===== src/rtl/gapless_serial_tx.sv =====
module gapless_serial_tx #(
  parameter int WORD_W = 32,
  parameter int CNT_W  = 16
) (
  input  logic              clk,
  input  logic              rst_n,
  input  logic              en,
  input  logic              bit_en,
  input  logic [1:0]        sync_delay,
  input  logic              per_word_sync,
  input  logic [CNT_W-1:0]  total_bits,
  input  logic              wr_valid,
  input  logic [WORD_W-1:0] wr_data,
  output logic              wr_ready,
  output logic              fsync,
  output logic              sdata,
  output logic              underrun,
  output logic              done
);
  localparam int POS_W = $clog2(WORD_W + 1);
  localparam logic [POS_W-1:0] LAST_POS = POS_W'(WORD_W);

  typedef enum logic [1:0] {S_IDLE, S_DELAY, S_SHIFT, S_FIN} st_t;

  st_t               st;
  logic [WORD_W-1:0] hold, shreg;
  logic              hold_full;
  logic [POS_W-1:0]  pos;
  logic [CNT_W-1:0]  remain;
  logic [1:0]        dcnt, dly_cfg;
  logic              pw_cfg;
  logic              take;

  assign wr_ready = !hold_full;

  assign take = bit_en && en && hold_full &&
                ((st == S_IDLE) ||
                 (st == S_SHIFT && remain != '0 && pos == LAST_POS));

  always_ff @(posedge clk) begin
    if (wr_valid && !hold_full) hold <= wr_data;
  end

  always_ff @(posedge clk) begin
    if (!rst_n)                    hold_full <= 1'b0;
    else if (wr_valid && !hold_full) hold_full <= 1'b1;
    else if (take)                 hold_full <= 1'b0;
  end

  always_ff @(posedge clk) begin
    if (!rst_n) begin
      st       <= S_IDLE;
      shreg    <= '0;
      pos      <= '0;
      remain   <= '0;
      dcnt     <= '0;
      dly_cfg  <= '0;
      pw_cfg   <= 1'b0;
      sdata    <= 1'b0;
      fsync    <= 1'b0;
      done     <= 1'b0;
      underrun <= 1'b0;
    end else if (!en) begin
      st       <= S_IDLE;
      sdata    <= 1'b0;
      fsync    <= 1'b0;
      done     <= 1'b0;
      underrun <= 1'b0;
    end else if (bit_en) begin
      fsync <= 1'b0;
      case (st)
        S_IDLE: if (hold_full) begin
          dly_cfg <= sync_delay;
          pw_cfg  <= per_word_sync;
          fsync   <= 1'b1;
          if (sync_delay == 2'd0) begin
            sdata  <= hold[WORD_W-1];
            shreg  <= hold << 1;
            pos    <= POS_W'(1);
            remain <= total_bits - 1'b1;
            st     <= S_SHIFT;
          end else begin
            sdata  <= 1'b0;
            shreg  <= hold;
            remain <= total_bits;
            dcnt   <= sync_delay - 2'd1;
            st     <= S_DELAY;
          end
        end
        S_DELAY: if (dcnt == 2'd0) begin
          sdata  <= shreg[WORD_W-1];
          shreg  <= shreg << 1;
          pos    <= POS_W'(1);
          remain <= remain - 1'b1;
          st     <= S_SHIFT;
        end else begin
          dcnt <= dcnt - 2'd1;
        end
        S_SHIFT: if (remain == '0) begin
          sdata <= 1'b0;
          done  <= 1'b1;
          st    <= S_FIN;
        end else if (pos == LAST_POS) begin
          if (hold_full) begin
            sdata  <= hold[WORD_W-1];
            shreg  <= hold << 1;
            pos    <= POS_W'(1);
            remain <= remain - 1'b1;
            if (pw_cfg && dly_cfg == 2'd0) fsync <= 1'b1;
          end else begin
            underrun <= 1'b1;
          end
        end else begin
          sdata  <= shreg[WORD_W-1];
          shreg  <= shreg << 1;
          pos    <= pos + 1'b1;
          remain <= remain - 1'b1;
          if (pw_cfg && dly_cfg != 2'd0 && pos == LAST_POS - POS_W'(dly_cfg))
            fsync <= 1'b1;
        end
        default: ;
      endcase
    end
  end

  assert_hold_between_ticks_R9: assert property (@(posedge clk) disable iff (!rst_n)
    (!bit_en && en) |=> ($stable(sdata) && $stable(fsync)));

  assert_ready_falls_on_write_R2: assert property (@(posedge clk) disable iff (!rst_n)
    $fell(wr_ready) |-> $past(wr_valid));

  assert_ready_rises_on_tick_R2: assert property (@(posedge clk) disable iff (!rst_n)
    $rose(wr_ready) |-> $past(bit_en && en));

  assert_underrun_when_empty_R7: assert property (@(posedge clk) disable iff (!rst_n)
    $rose(underrun) |-> $past(wr_ready && bit_en));

  assert_done_line_low_R6: assert property (@(posedge clk) disable iff (!rst_n)
    done |-> (!sdata && !fsync));

  assert_idle_when_off_R8: assert property (@(posedge clk) disable iff (!rst_n)
    !en |=> (!sdata && !done && !underrun));
endmodule


===== config.mk =====
export PLATFORM = sky130hd
export DESIGN_NAME = gapless_serial_tx
export DESIGN_NICKNAME = d
export VERILOG_FILES = /design/src/rtl/gapless_serial_tx.sv
export SDC_FILE = /design/constraint.sdc
export NUM_CORES = 1
export LEC_CHECK = 0
export BUFFER_PORTS_ARGS = -buffer_cell sky130_fd_sc_hd__buf_2
export CORE_UTILIZATION = 45
export DETAILED_ROUTE_END_ITERATION = 10
export PLACE_DENSITY_LB_ADDON = 0.1
export SLEW_MARGIN = 30
export SYNTH_ARGS = -nofsm -noshare
export SYNTH_HDL_FRONTEND = slang
export SYNTH_SLANG_ARGS = --single-unit

===== constraint.sdc =====
create_clock -name clk -period 2.9 [get_ports clk]
set_input_delay 0 -clock clk [delete_from_list [all_inputs] [get_ports clk]]
set_output_delay 0 -clock clk [all_outputs]
set_load 0.005 [all_outputs]

# [Word-level counts from Yosys, hierarchy flattened]
# Cells that the tools add are included.
# W data, S select, Z words.
[word_totals] word_cells=110 reg_bits=98 out_inout_bits=5 in_bits=56
[classes] n_addsub=6 n_bitwise=2 reduce_logical=30 eq_ne=13 muxes=46
[op_table] op="$mux W32" count=6
[op_table] op="$mux W16" count=6
[op_table] op="$pmux W32 S3" count=1
[op_table] op="$pmux W16 S3" count=1
[op_table] op="$mux W6" count=6
[op_table] op="$sub A16 B1 Y16 const B" count=2
[op_table] op="$pmux W6 S3" count=1
[op_table] op="$logic_not A16 Y1" count=1
[op_table] op="$reduce_bool A16 Y1" count=1
[op_table] op="$reduce_and A5 Y1" count=3
[op_table] op="$mux W1" count=14
[op_table] op="$mux W2" count=7
[op_table] op="$ne A2 B2 Y1 const B" count=5
[op_table] op="$logic_and A1 B1 Y1" count=9
[op_table] op="$logic_not A2 Y1" count=4
[op_table] op="$reduce_and A8 Y1" count=1
[op_table] op="$reduce_and A7 Y1" count=1
[op_table] op="$add A6 B1 Y6 const B" count=1
[op_table] op="$eq A6 B6 Y1" count=1
[op_table] op="$eq A6 B6 Y1 const B" count=1
[op_table] op="$pmux W2 S3" count=1
[op_table] op="$reduce_and A6 Y1" count=1
[op_table] op="$reduce_bool A2 Y1" count=3
[op_table] op="$sub A6 B2 Y6 const A" count=1
[op_table] op="16 further kinds" count=19

# [Longest topological paths before layout]
# Gate-level depths: netlist of the first run.
[depth] depth_word=7 mapped_depth=10 mapped_depth_nobuf=7

# [Worst setup path before layout of the first run]
# Ideal clock, no wire load.
[synth_timing] kind="reg-to-reg" startpoint="register hold_full" endpoint="register hold[0], enable pin" path_stages_with_launch=3 setup_slack_ns=0.579 setup_time_ns=0.425 arrival_time_ns=1.896 synth_period_minus_slack_ns=2.321 t_required_ns=2.475 path_buffers=1 cell_sequence="dfxtp_1 buf_4 nor2b_1"
[synth_between] elab_chain_cells=2
[synth_rtl] element="start: declaration" line_no="27" text="logic hold_full;"
[synth_rtl] element="start signal: assignment" line_no="45" text="if (!rst_n) hold_full <= 1'b0;"
[synth_rtl] element="start signal: assignment" line_no="46" text="else if (wr_valid && !hold_full) hold_full <= 1'b1;"
[synth_rtl] element="start signal: assignment" line_no="47" text="else if (take) hold_full <= 1'b0;"
[synth_rtl] element="$logic_not A1 Y1" line_no="41" text="if (wr_valid && !hold_full) hold <= wr_data;"
[synth_rtl] element="$logic_and A1 B1 Y1" line_no="41"
[synth_rtl] element="end signal: assignment" line_no="41"
[synth_rtl] element="end: declaration" line_no="26" text="logic [WORD_W-1:0] hold, shreg;"
# No other way between the ends.
# A chain may end at the register's enable or synchronous reset.

# [Worst setup path after layout of the first run]
[layout_timing] startpoint="register st[1]" endpoint="register remain[14]"
[layout_between] elab_chain_cells=3 word_cells_on_any_way=10 classes_between="eq/ne: 6; mux: 1; reduce/logical: 3"
[layout_rtl] element="start: declaration" line_no="25" text="st_t st;"
[layout_rtl] element="start signal: assignment" line_no="52" text="st <= S_IDLE;"
[layout_rtl] element="start signal: assignment" line_no="64" text="st <= S_IDLE;"
[layout_rtl] element="start signal: assignment" line_no="81" text="st <= S_SHIFT;"
[layout_rtl] element="$eq A2 B2 Y1 (tied with other cells)" line_no="71" text="case (st)"
[layout_rtl] element="$ne A3 B3 Y1 (no line) (tied with other cells)"
[layout_rtl] element="$reduce_and A7 Y1 (no line)"
[layout_rtl] element="end signal: assignment" line_no="80" text="remain <= total_bits - 1'b1;"
[layout_rtl] element="end signal: assignment" line_no="85" text="remain <= total_bits;"
[layout_rtl] element="end signal: assignment" line_no="94" text="remain <= remain - 1'b1;"
[layout_rtl] element="end: declaration" line_no="29" text="logic [CNT_W-1:0] remain;"
# Parallel ways exist; a longest one is shown, timed or not.

==> results of run 1 <==
-- worst max-delay path, stage by stage (launching register included) --
cell	delay [ns]
sky130_fd_sc_hd__dfxtp_1	0.38
sky130_fd_sc_hd__inv_1	0.08
sky130_fd_sc_hd__ha_1	0.28
sky130_fd_sc_hd__o21ai_1	0.15
sky130_fd_sc_hd__nand4b_1	0.30
sky130_fd_sc_hd__a211oi_4	0.43
sky130_fd_sc_hd__buf_12	0.31
sky130_fd_sc_hd__o21ai_0	0.14
sky130_fd_sc_hd__a32o_1	0.28
-- path summary, 6_finish.rpt --
kind	depth (start not counted)	from	slack (ns)	to
hold reg to reg	2	shreg[0]$_SDFFE_PN0P_	0.47	shreg[0]$_SDFFE_PN0P_
hold / removal	4	en	0.07	hold_full$_SDFFE_PN0P_
setup reg to reg	8	st[1]$_SDFFE_PN0P_	0.41	remain[14]$_SDFFE_PN0P_
setup / recovery	8	st[1]$_SDFFE_PN0P_	0.41	remain[14]$_SDFFE_PN0P_
-- synthesized netlist by cell type (4+ instances only) --
cell type / n / share of area
sky130_fd_sc_hd__nand4_1: 8 / 0.0094
sky130_fd_sc_hd__inv_1: 17 / 0.012
sky130_fd_sc_hd__a21oi_1: 84 / 0.079
sky130_fd_sc_hd__xnor2_1: 11 / 0.018
sky130_fd_sc_hd__clkbuf_1: 25 / 0.018
sky130_fd_sc_hd__nand2_1: 101 / 0.072
sky130_fd_sc_hd__nor4_1: 5 / 0.0059
sky130_fd_sc_hd__a31oi_1: 10 / 0.012
sky130_fd_sc_hd__mux2i_1: 4 / 0.0076
sky130_fd_sc_hd__o22ai_1: 4 / 0.0047
sky130_fd_sc_hd__edfxtp_1: 32 / 0.18
sky130_fd_sc_hd__a211oi_1: 6 / 0.0085
sky130_fd_sc_hd__nand3_1: 17 / 0.016
sky130_fd_sc_hd__nand4b_1: 4 / 0.0066
sky130_fd_sc_hd__buf_6: 8 / 0.017
sky130_fd_sc_hd__o21ai_0: 55 / 0.052
sky130_fd_sc_hd__dfxtp_1: 66 / 0.25
sky130_fd_sc_hd__a221oi_1: 31 / 0.051
sky130_fd_sc_hd__buf_2: 10 / 0.0094
sky130_fd_sc_hd__nor2_1: 31 / 0.022
sky130_fd_sc_hd__ha_1: 9 / 0.021
sky130_fd_sc_hd__nor3_1: 6 / 0.0057
sky130_fd_sc_hd__o211ai_1: 12 / 0.017
-- cells by family (layout without fill, tap and decap cells) --
logic type      after synthesis  after routing
simple gates                202            202
xor+xnor                     13             13
compound gates              225            225
fa+ha+maj                     9              9
buf+inv                      64            141
flops                        98             98
mux                           5              5
-- stage by stage --
step                setup WS (ns)  cell area [um^2]  hold WS [ns]   util  total power [W]
floorplan                   0.579              5300        0.0989      -          0.00191
global placement            0.543              5640         0.176  0.492          0.00205
detailed placement          0.452              5640         0.178  0.492          0.00206
CTS                         0.451              6290        0.0572  0.548          0.00330
global route                0.259              6290        0.0700  0.548          0.00342
finish                      0.407              6290        0.0663  0.548          0.00326
-- flip-flops by register name, indices dropped and copies added, names as in the netlist --
register and count:
fsync 1, remain 16, done 1, dcnt 2
hold 32, underrun 1, shreg 32, st 2
pos 6, hold_full 1, dly_cfg 2, pw_cfg 1
sdata 1
-- final cells by class --
cell class / instances / area, um^2
Fill cell: 1061 / 5180
Multi-Input combinational cell: 454 / 2710
Sequential cell: 98 / 2280
Timing Repair Buffer: 107 / 753
Clock buffer: 11 / 254
Tap cell: 143 / 179
Inverter: 18 / 67.6
Clock inverter: 5 / 41.3
-- power breakdown --
group | switching [W] | leakage [nW] | internal (W)
Clock | 0.000540 | 0.147 | 0.000646
Sequential | 0.0000548 | 0.842 | 0.00149
Combinational | 0.000307 | 1.34 | 0.000218
Total | 0.000902 | 2.33 | 0.00236
-- per-layer routing --
layer,vias up,wire [um],GRT usage
li1,2422,-,-
met1,2248,6020,0.285
met2,114,6540,0.383
met3,11,507,0.0510
met4,0,144,0.0658
met5,-,0,0
==> impl_metrics.toml, run 1 <==
[floorplanning]
fp.coreArea_um2 = 11500
start_util = 0.462
die_x_um = 110
i_o_pin_cnt = 61
die_h_um = 110
floorplan.rows = 39
die_area_um2 = 12200

[synthesis]
postSynthAreaPerCell_um2 = 8.60
synth-edff-count = 32
synthCells = 616
combinational_family_with_the_most_area_after_synthesis = "compound AO/OA/AOI/OAI gates"
postSynthNetCount = 681
post_synth_mux_area_share = 0.00969
synth.yosys.warnings = 0
async_flop_share = 0
synth-adder-area-share = 0.0213
syn_area_um2 = 5300
synth_xor_area_frac = 0.0215
synthSimpleGateAreaFrac = 0.194
synth_area_in_compound_gates = 0.262
seq_area_frac_synth = 0.431
postSynthRegisterBits = 98
yosysUniqueCellTypes = 61
ys_dominant_reg_cell = "sky130_fd_sc_hd__dfxtp_1"

[sta]
max_freq_mhz = 401
final-max-slew-violation-count = 0
timing.final.crit_period_ns = 2.49
timing.final.crit_share = 0.860
grt_setup_unrepaired = "false"
fin_worst_skew_ns = 0.00905
hold_violations = 0
tightest_slew_ns = 0.755
timing.max_slew.rel_slack = 0.496
tns_ns = 0
setup-violations-final = 0

[clock_network]
cts_tree = "yes"
clkSinkCount = 98
cts_buffers = 9
cts_post_setup_buffers_inserted = 0
clock_path_buffers = 2
cts_htree_levels = 3
ctsResizeCount = 0
worst_setup_hold_path_clk_slew_ns = 0.07
insertion_delay_of_the_later_clocked_pin_in_the_worst_skew_pair_ns = 0.35
cts.hold.buffers_added = 35
clk_root_buffer_cell = "sky130_fd_sc_hd__clkbuf_16"

[detailed_routing]
final_antenna_net_count = 0
drt_wl_cell_um = 15.8
post_route_wl_um = 13200
first_pass_iteration_count_of_the_detailed_router = 4
via_count = 4795
drc_markers = 0
vias_per_cell = 5.74
dr.first_iter.drc_count = 369

[flow_run]
maxCapViolCount = 0

[final_layout]
final-instance-count-excl-fill = 836
syn2layout_area_growth_pct = 18.7
finish.net_count = 753
leading_cell_types_in_the_layout_fill_and_taps_excluded = "sky130_fd_sc_hd__nand2_1 (101), sky130_fd_sc_hd__a21oi_1 (83), sky130_fd_sc_hd__dfxtp_1 (66)"
most_frequent_standard_cell_in_the_layout_excluding_fill_and_tap_cells = "sky130_fd_sc_hd__nand2_1"
drive_above_1_share = 0.160
insertedDiodeCount = 0

[global_route]
grt_pass1_vias = 4654
overflow_left_after_global_routing = 0
largest_net_degree_at_the_start_of_global_routing = 81
grt_pass1_wl_um = 22600
grt_util_all_layers = 0.225
antenna_found_initial = 0

[critical_path]
worstSetupEndpointType = "register"
timing.setup.critical_path_class = "register to register"
crit_arrival_ns = 2.74
cp_max_fo = 80
worstPathRequired_ns = 3.14
critPathLaunchType = "register"

[power_and_ir_drop]
worst_ir_drop_vdd_mv = 0.527
power.leakage_nw = 2.33
power.density_nw_per_um2 = 518

[placement]
dp.cells = 785
place.port_buffers = 60
place.detailed.hpwl_um = 8520
routabilityCongestion = 0.844

[outcome]
outcome = "finished clean"

[min_path]
hold_class = "input pin to register"
Note: power is estimated with default switching activity, not from simulation.
==> run 2: changes to the inputs <==
- BUFFER_PORTS_ARGS: -buffer_cell sky130_fd_sc_hd__buf_2 -> -buffer_cell sky130_fd_sc_hd__clkbuf_2
==> run 2 against run 1 <==
Maximum frequency increased by 3.4%. Global-route usage decreased by 0.96 points. Clock-buffer cell count up 1. Design area barely moved. Total power fell by 0.74%.
==> impl_metrics.toml, run 2 (same netlist as run 1, synthesis figures left out) <==
[global_route]
grt_util_met2 = 0.360
antenna_found_initial = 0
grt_pass1_vias = 4454
largest_net_degree_at_the_start_of_global_routing = 81
overflow_left_after_global_routing = 0
globalRouteMet3Util = 0.0521
grt_util_all_layers = 0.216
gr-usage-met1 = 0.273
grt_pass1_wl_um = 21400
grt_most_used_layer = "met2"

[floorplanning]
floorplan.rows = 39
start_util = 0.462
die_h_um = 110
fp.coreArea_um2 = 11500
die_x_um = 110
i_o_pin_cnt = 61
die_area_um2 = 12200

[clock_network]
cts_tree = "yes"
cts_post_setup_buffers_inserted = 0
clkSinkCount = 98
clk_root_buffer_cell = "sky130_fd_sc_hd__clkbuf_16"
worst_setup_hold_path_clk_slew_ns = 0.07
clock_path_buffers = 2
ctsResizeCount = 0
cts_htree_levels = 3
cts_buffers = 9
insertion_delay_of_the_later_clocked_pin_in_the_worst_skew_pair_ns = 0.35

[power_and_ir_drop]
worst_ir_drop_vdd_mv = 0.481
cellInternalPower_w = 0.00235
p_sw_w = 0.000883
clkPwrFrac = 0.361
power.combinational.fraction = 0.161
sw_frac_of_total = 0.273
pwr-share-seq = 0.478
power.density_nw_per_um2 = 515
power.leakage_nw = 2.33

[sta]
hold_violations = 0
timing.max_slew.rel_slack = 0.506
worst_slack_ns = 0.489
timing.final.crit_period_ns = 2.41
timing.final.crit_share = 0.831
fin_worst_skew_ns = 0.00782
tns_ns = 0
grt_setup_unrepaired = "false"
setup-violations-final = 0
max_freq_mhz = 415
tightest_slew_ns = 0.740
final-max-slew-violation-count = 0

[placement]
place.detailed.hpwl_um = 8290
post-place-ws_ns = 0.481
place.port_buffers = 60
routabilityCongestion = 0.850
dp.cells = 785
post_dp_cell_area_um2 = 5640

[final_layout]
finish.net_count = 753
insertedDiodeCount = 0
layout.core_utilization = 0.548
top_regs = "hold (32), shreg (32), remain (16)"
final-instance-count-excl-fill = 836
n_fill_cell = 1051
most_frequent_standard_cell_in_the_layout_excluding_fill_and_tap_cells = "sky130_fd_sc_hd__nand2_1"
leading_cell_types_in_the_layout_fill_and_taps_excluded = "sky130_fd_sc_hd__nand2_1 (101), sky130_fd_sc_hd__a21oi_1 (83), sky130_fd_sc_hd__dfxtp_1 (66)"
syn2layout_area_growth_pct = 18.7
total_area_of_multi_input_combinational_cells_um2 = 2710
final-seq-area_um2 = 2280
finish.instance_area_um2 = 6280
drive_above_1_share = 0.159

[critical_path]
critPathLaunchType = "register"
worstPathRequired_ns = 3.15
cp_max_fo = 80
timing.setup.critical_path_class = "register to register"
crit_arrival_ns = 2.66
worstSetupEndpointType = "register"

[detailed_routing]
first_pass_iteration_count_of_the_detailed_router = 5
via_count = 4804
post_route_wl_um = 12900
drt_wl_cell_um = 15.4
vias_per_cell = 5.75
final_antenna_net_count = 0
dr.first_iter.drc_count = 280
drc_markers = 0

[flow_run]
maxCapViolCount = 0

[outcome]
outcome = "finished clean"

[min_path]
hold_class = "input pin to register"
## run 2: repair_timing
action,in CTS,in global routing
hold buffers,35,0
endpoints found under the hold margin,35,0
endpoints found under the setup margin,0,0
## run 2: worst paths after layout
kind                                            start                 endpoint  slack (ns)  cells after the start
worst max-delay path               st[1]$_SDFFE_PN0P_  remain[14]$_SDFFE_PN0P_        0.49                      8
worst min-delay path                               en   hold_full$_SDFFE_PN0P_        0.07                      4
worst max register to register     st[1]$_SDFFE_PN0P_  remain[14]$_SDFFE_PN0P_        0.49                      8
worst min register to register  shreg[0]$_SDFFE_PN0P_    shreg[0]$_SDFFE_PN0P_        0.47                      2
## run 2: area by class of cell
class / count / area share
clock buffer: 12 / 0.0410
clock inverter: 4 / 0.00538
inverter: 18 / 0.0108
multi-input combinational: 454 / 0.431
sequential: 98 / 0.363
tap: 143 / 0.0285
timing repair buffer: 107 / 0.120
## run 2: layer usage
layer,share of wire,up-vias
met4,0.013,0
met3,0.042,21
met2,0.49,120
met1,0.46,2228
met5,0,-
li1,-,2435
## run 2: per-stage QoR
step                hold WS (ns)  total power [W]
CTS                       0.0587          0.00327
detailed placement         0.179          0.00206
global placement           0.176          0.00205
floorplan                 0.0989          0.00191
global route              0.0733          0.00338
finish                    0.0679          0.00323
## run 2: power by group through the flow
stage / clock, W / sequential [W] / combinational, W
after floorplan: 0 / 0.00156 / 0.000350
after global placement: 0 / 0.00158 / 0.000473
after detailed placement: 0 / 0.00158 / 0.000481
after CTS: 0.00120 / 0.00155 / 0.000519
after global routing: 0.00125 / 0.00156 / 0.000581
final: 0.00117 / 0.00155 / 0.000521
## run 2: critical path, stage by stage (launching register included)
cell                       delay, ns
sky130_fd_sc_hd__dfxtp_1        0.37
sky130_fd_sc_hd__inv_1          0.08
sky130_fd_sc_hd__ha_1           0.28
sky130_fd_sc_hd__o21ai_1        0.14
sky130_fd_sc_hd__nand4b_1       0.28
sky130_fd_sc_hd__a211oi_4       0.41
sky130_fd_sc_hd__buf_12         0.33
sky130_fd_sc_hd__o21ai_0        0.15
sky130_fd_sc_hd__a32o_1         0.27
==> run 3: changes to the inputs <==
- clock period: 2.9 -> 2.2 ns (I/O delays scaled with it)
==> run 3 against run 2 <==
Global-route usage up 1.1 points. Via count up 3.5%. Design area up 2.6%. Total power up 34%. Sequential power up 31%. Maximum frequency up 16%. Combinational power up 39%. First-iteration DRC count up 9.6%. Worst hold slack better by 0.0058 ns. Clock skew down 0.0017 ns.
==> impl_metrics.toml, run 3 (same netlist as run 1, synthesis figures left out) <==
[outcome]
outcome = "finished clean"

[power_and_ir_drop]
totalPowerFinal_w = 0.00435
power.density_nw_per_um2 = 674
worst_ir_drop_vdd_mv = 0.408
power.leakage_nw = 2.44

[detailed_routing]
drt_wl_cell_um = 15.5
via_count = 4972
drc_markers = 0
vias_per_cell = 5.81
final_antenna_net_count = 0
first_pass_iteration_count_of_the_detailed_router = 5
post_route_wl_um = 13300
dr.first_iter.drc_count = 307

[final_layout]
drive_above_1_share = 0.182
most_frequent_standard_cell_in_the_layout_excluding_fill_and_tap_cells = "sky130_fd_sc_hd__nand2_1"
final-instance-count-excl-fill = 856
insertedDiodeCount = 0
top_regs = "hold (32), shreg (32), remain (16)"
finish.net_count = 773
syn2layout_area_growth_pct = 21.8
leading_cell_types_in_the_layout_fill_and_taps_excluded = "sky130_fd_sc_hd__nand2_1 (101), sky130_fd_sc_hd__a21oi_1 (83), sky130_fd_sc_hd__dfxtp_1 (66)"
n_fill_cell = 1043

[sta]
tightest_slew_ns = 0.723
tns_ns = 0
fin_worst_skew_ns = 0.00609
timing.final.crit_period_ns = 2.08
setup-violations-final = 0
final-max-slew-violation-count = 0
grt_setup_unrepaired = "true"
timing.max_slew.rel_slack = 0.518
timing.final.crit_share = 0.947
max_freq_mhz = 480
hold_violations = 0

[critical_path]
critPathLaunchType = "register"
rrSetupSlack_ns = 0.12
ff2ff_path_depth = 8
worstPathRequired_ns = 2.45
worstSetupEndpointType = "register"
r2r_start = "remain[0]$_SDFFE_PN0P_"
cp_max_fo = 12
crit-reg2reg-capture = "remain[14]$_SDFFE_PN0P_"
timing.setup.critical_path_class = "register to register"
crit_arrival_ns = 2.33

[min_path]
timing.hold.worst_endpoint = "dly_cfg[0]$_SDFFE_PN0P_"
hold_class = "input pin to register"
hold_path.startpoint = "sync_delay[0]"
hold_depth = 3

[clock_network]
insertion_delay_of_the_later_clocked_pin_in_the_worst_skew_pair_ns = 0.35
clock_path_buffers = 2
cts_post_setup_buffers_inserted = 0
clkSinkCount = 98
cts_tree = "yes"
cts_buffers = 9
clk_root_buffer_cell = "sky130_fd_sc_hd__clkbuf_16"
worst_setup_hold_path_clk_slew_ns = 0.07
cts_htree_levels = 3
ctsResizeCount = 0

[placement]
routabilityCongestion = 0.898
place.port_buffers = 60
dp.cells = 805
place.detailed.hpwl_um = 8800

[floorplanning]
start_util = 0.462
floorplan.rows = 39
die_x_um = 110
i_o_pin_cnt = 61
fp.coreArea_um2 = 11500
die_h_um = 110
die_area_um2 = 12200

[flow_run]
maxCapViolCount = 0

[global_route]
grt_util_all_layers = 0.226
grt_pass1_wl_um = 22700
antenna_found_initial = 0
largest_net_degree_at_the_start_of_global_routing = 66
grt_pass1_vias = 4684
overflow_left_after_global_routing = 0
## run 3: changes by cell type in the layout (fill, tap and decap cells not counted), sizes merged
cell	change
buf	+20
bufinv	+1
clkbuf	-2
inv	+1
## run 3: report_power, final
group / total [W] / internal [W] / leakage, nW / switching (W)
clock network: 0.00159 / 0.000885 / 0.141 / 0.000708
logic: 0.000722 / 0.000311 / 1.45 / 0.000411
registers: 0.00203 / 0.00197 / 0.842 / 0.0000673
total: 0.00435 / 0.00316 / 2.44 / 0.00119
## run 3: final cells by class
class	instances	area, um^2	area share
clock buffer	10	229	0.0355
clock inverter	6	63.8	0.00990
inverter	18	67.6	0.0105
multi-input combinational	454	2710	0.420
sequential	98	2280	0.354
tap	143	179	0.0277
timing repair buffer	127	916	0.142
## run 3: routing by layer
metal / up-vias / part of all wire / global-route usage
met5: - / 0 / 0
met4: 0 / 0.021 / 0.0978
met3: 22 / 0.043 / 0.0274
met2: 142 / 0.48 / 0.371
met1: 2338 / 0.45 / 0.301
li1: 2470 / - / -
## run 3: critical path, stage by stage, from the launching register on
cell                       delay [ns]
sky130_fd_sc_hd__dfxtp_1         0.38
sky130_fd_sc_hd__inv_1           0.07
sky130_fd_sc_hd__ha_1            0.21
sky130_fd_sc_hd__nor3b_1         0.16
sky130_fd_sc_hd__and4_4          0.22
sky130_fd_sc_hd__a211oi_4        0.32
sky130_fd_sc_hd__buf_4           0.25
sky130_fd_sc_hd__o21ai_0         0.11
sky130_fd_sc_hd__a32o_1          0.26
## run 3: how the worst max path moves through the flow
stage / cells past startpoint / startpoint / slack [ns] / end
finish: 8 / remain[0]$_SDFFE_PN0P_ / 0.12 / remain[14]$_SDFFE_PN0P_
global route: 8 / remain[0]$_SDFFE_PN0P_ / -0.002 / remain[14]$_SDFFE_PN0P_
CTS: 9 / st[1]$_SDFFE_PN0P_ / 0.13 / remain[14]$_SDFFE_PN0P_
detailed placement: 8 / remain[0]$_SDFFE_PN0P_ / 0.15 / remain[14]$_SDFFE_PN0P_
global placement: 8 / remain[0]$_SDFFE_PN0P_ / 0.21 / remain[14]$_SDFFE_PN0P_
floorplan: 9 / st[1]$_SDFFE_PN0P_ / 0.25 / pos[2]$_SDFFE_PN0P_
## run 3: timing repair
item,in CTS,in global routing
setup endpoints to repair,0,1
endpoints found under the hold margin,35,0
hold buffers,35,0
## run 3: metrics by stage
stage               worst slack [ns]  area, um^2  hold slack (ns)  utilization
global placement               0.211        5810            0.177        0.506
floorplan                      0.245        5300           0.0989            -
CTS                            0.131        6450           0.0625        0.562
finish                         0.118        6450           0.0737        0.562
detailed placement             0.153        5810            0.179        0.506
global route                -0.00219        6450            0.107        0.562
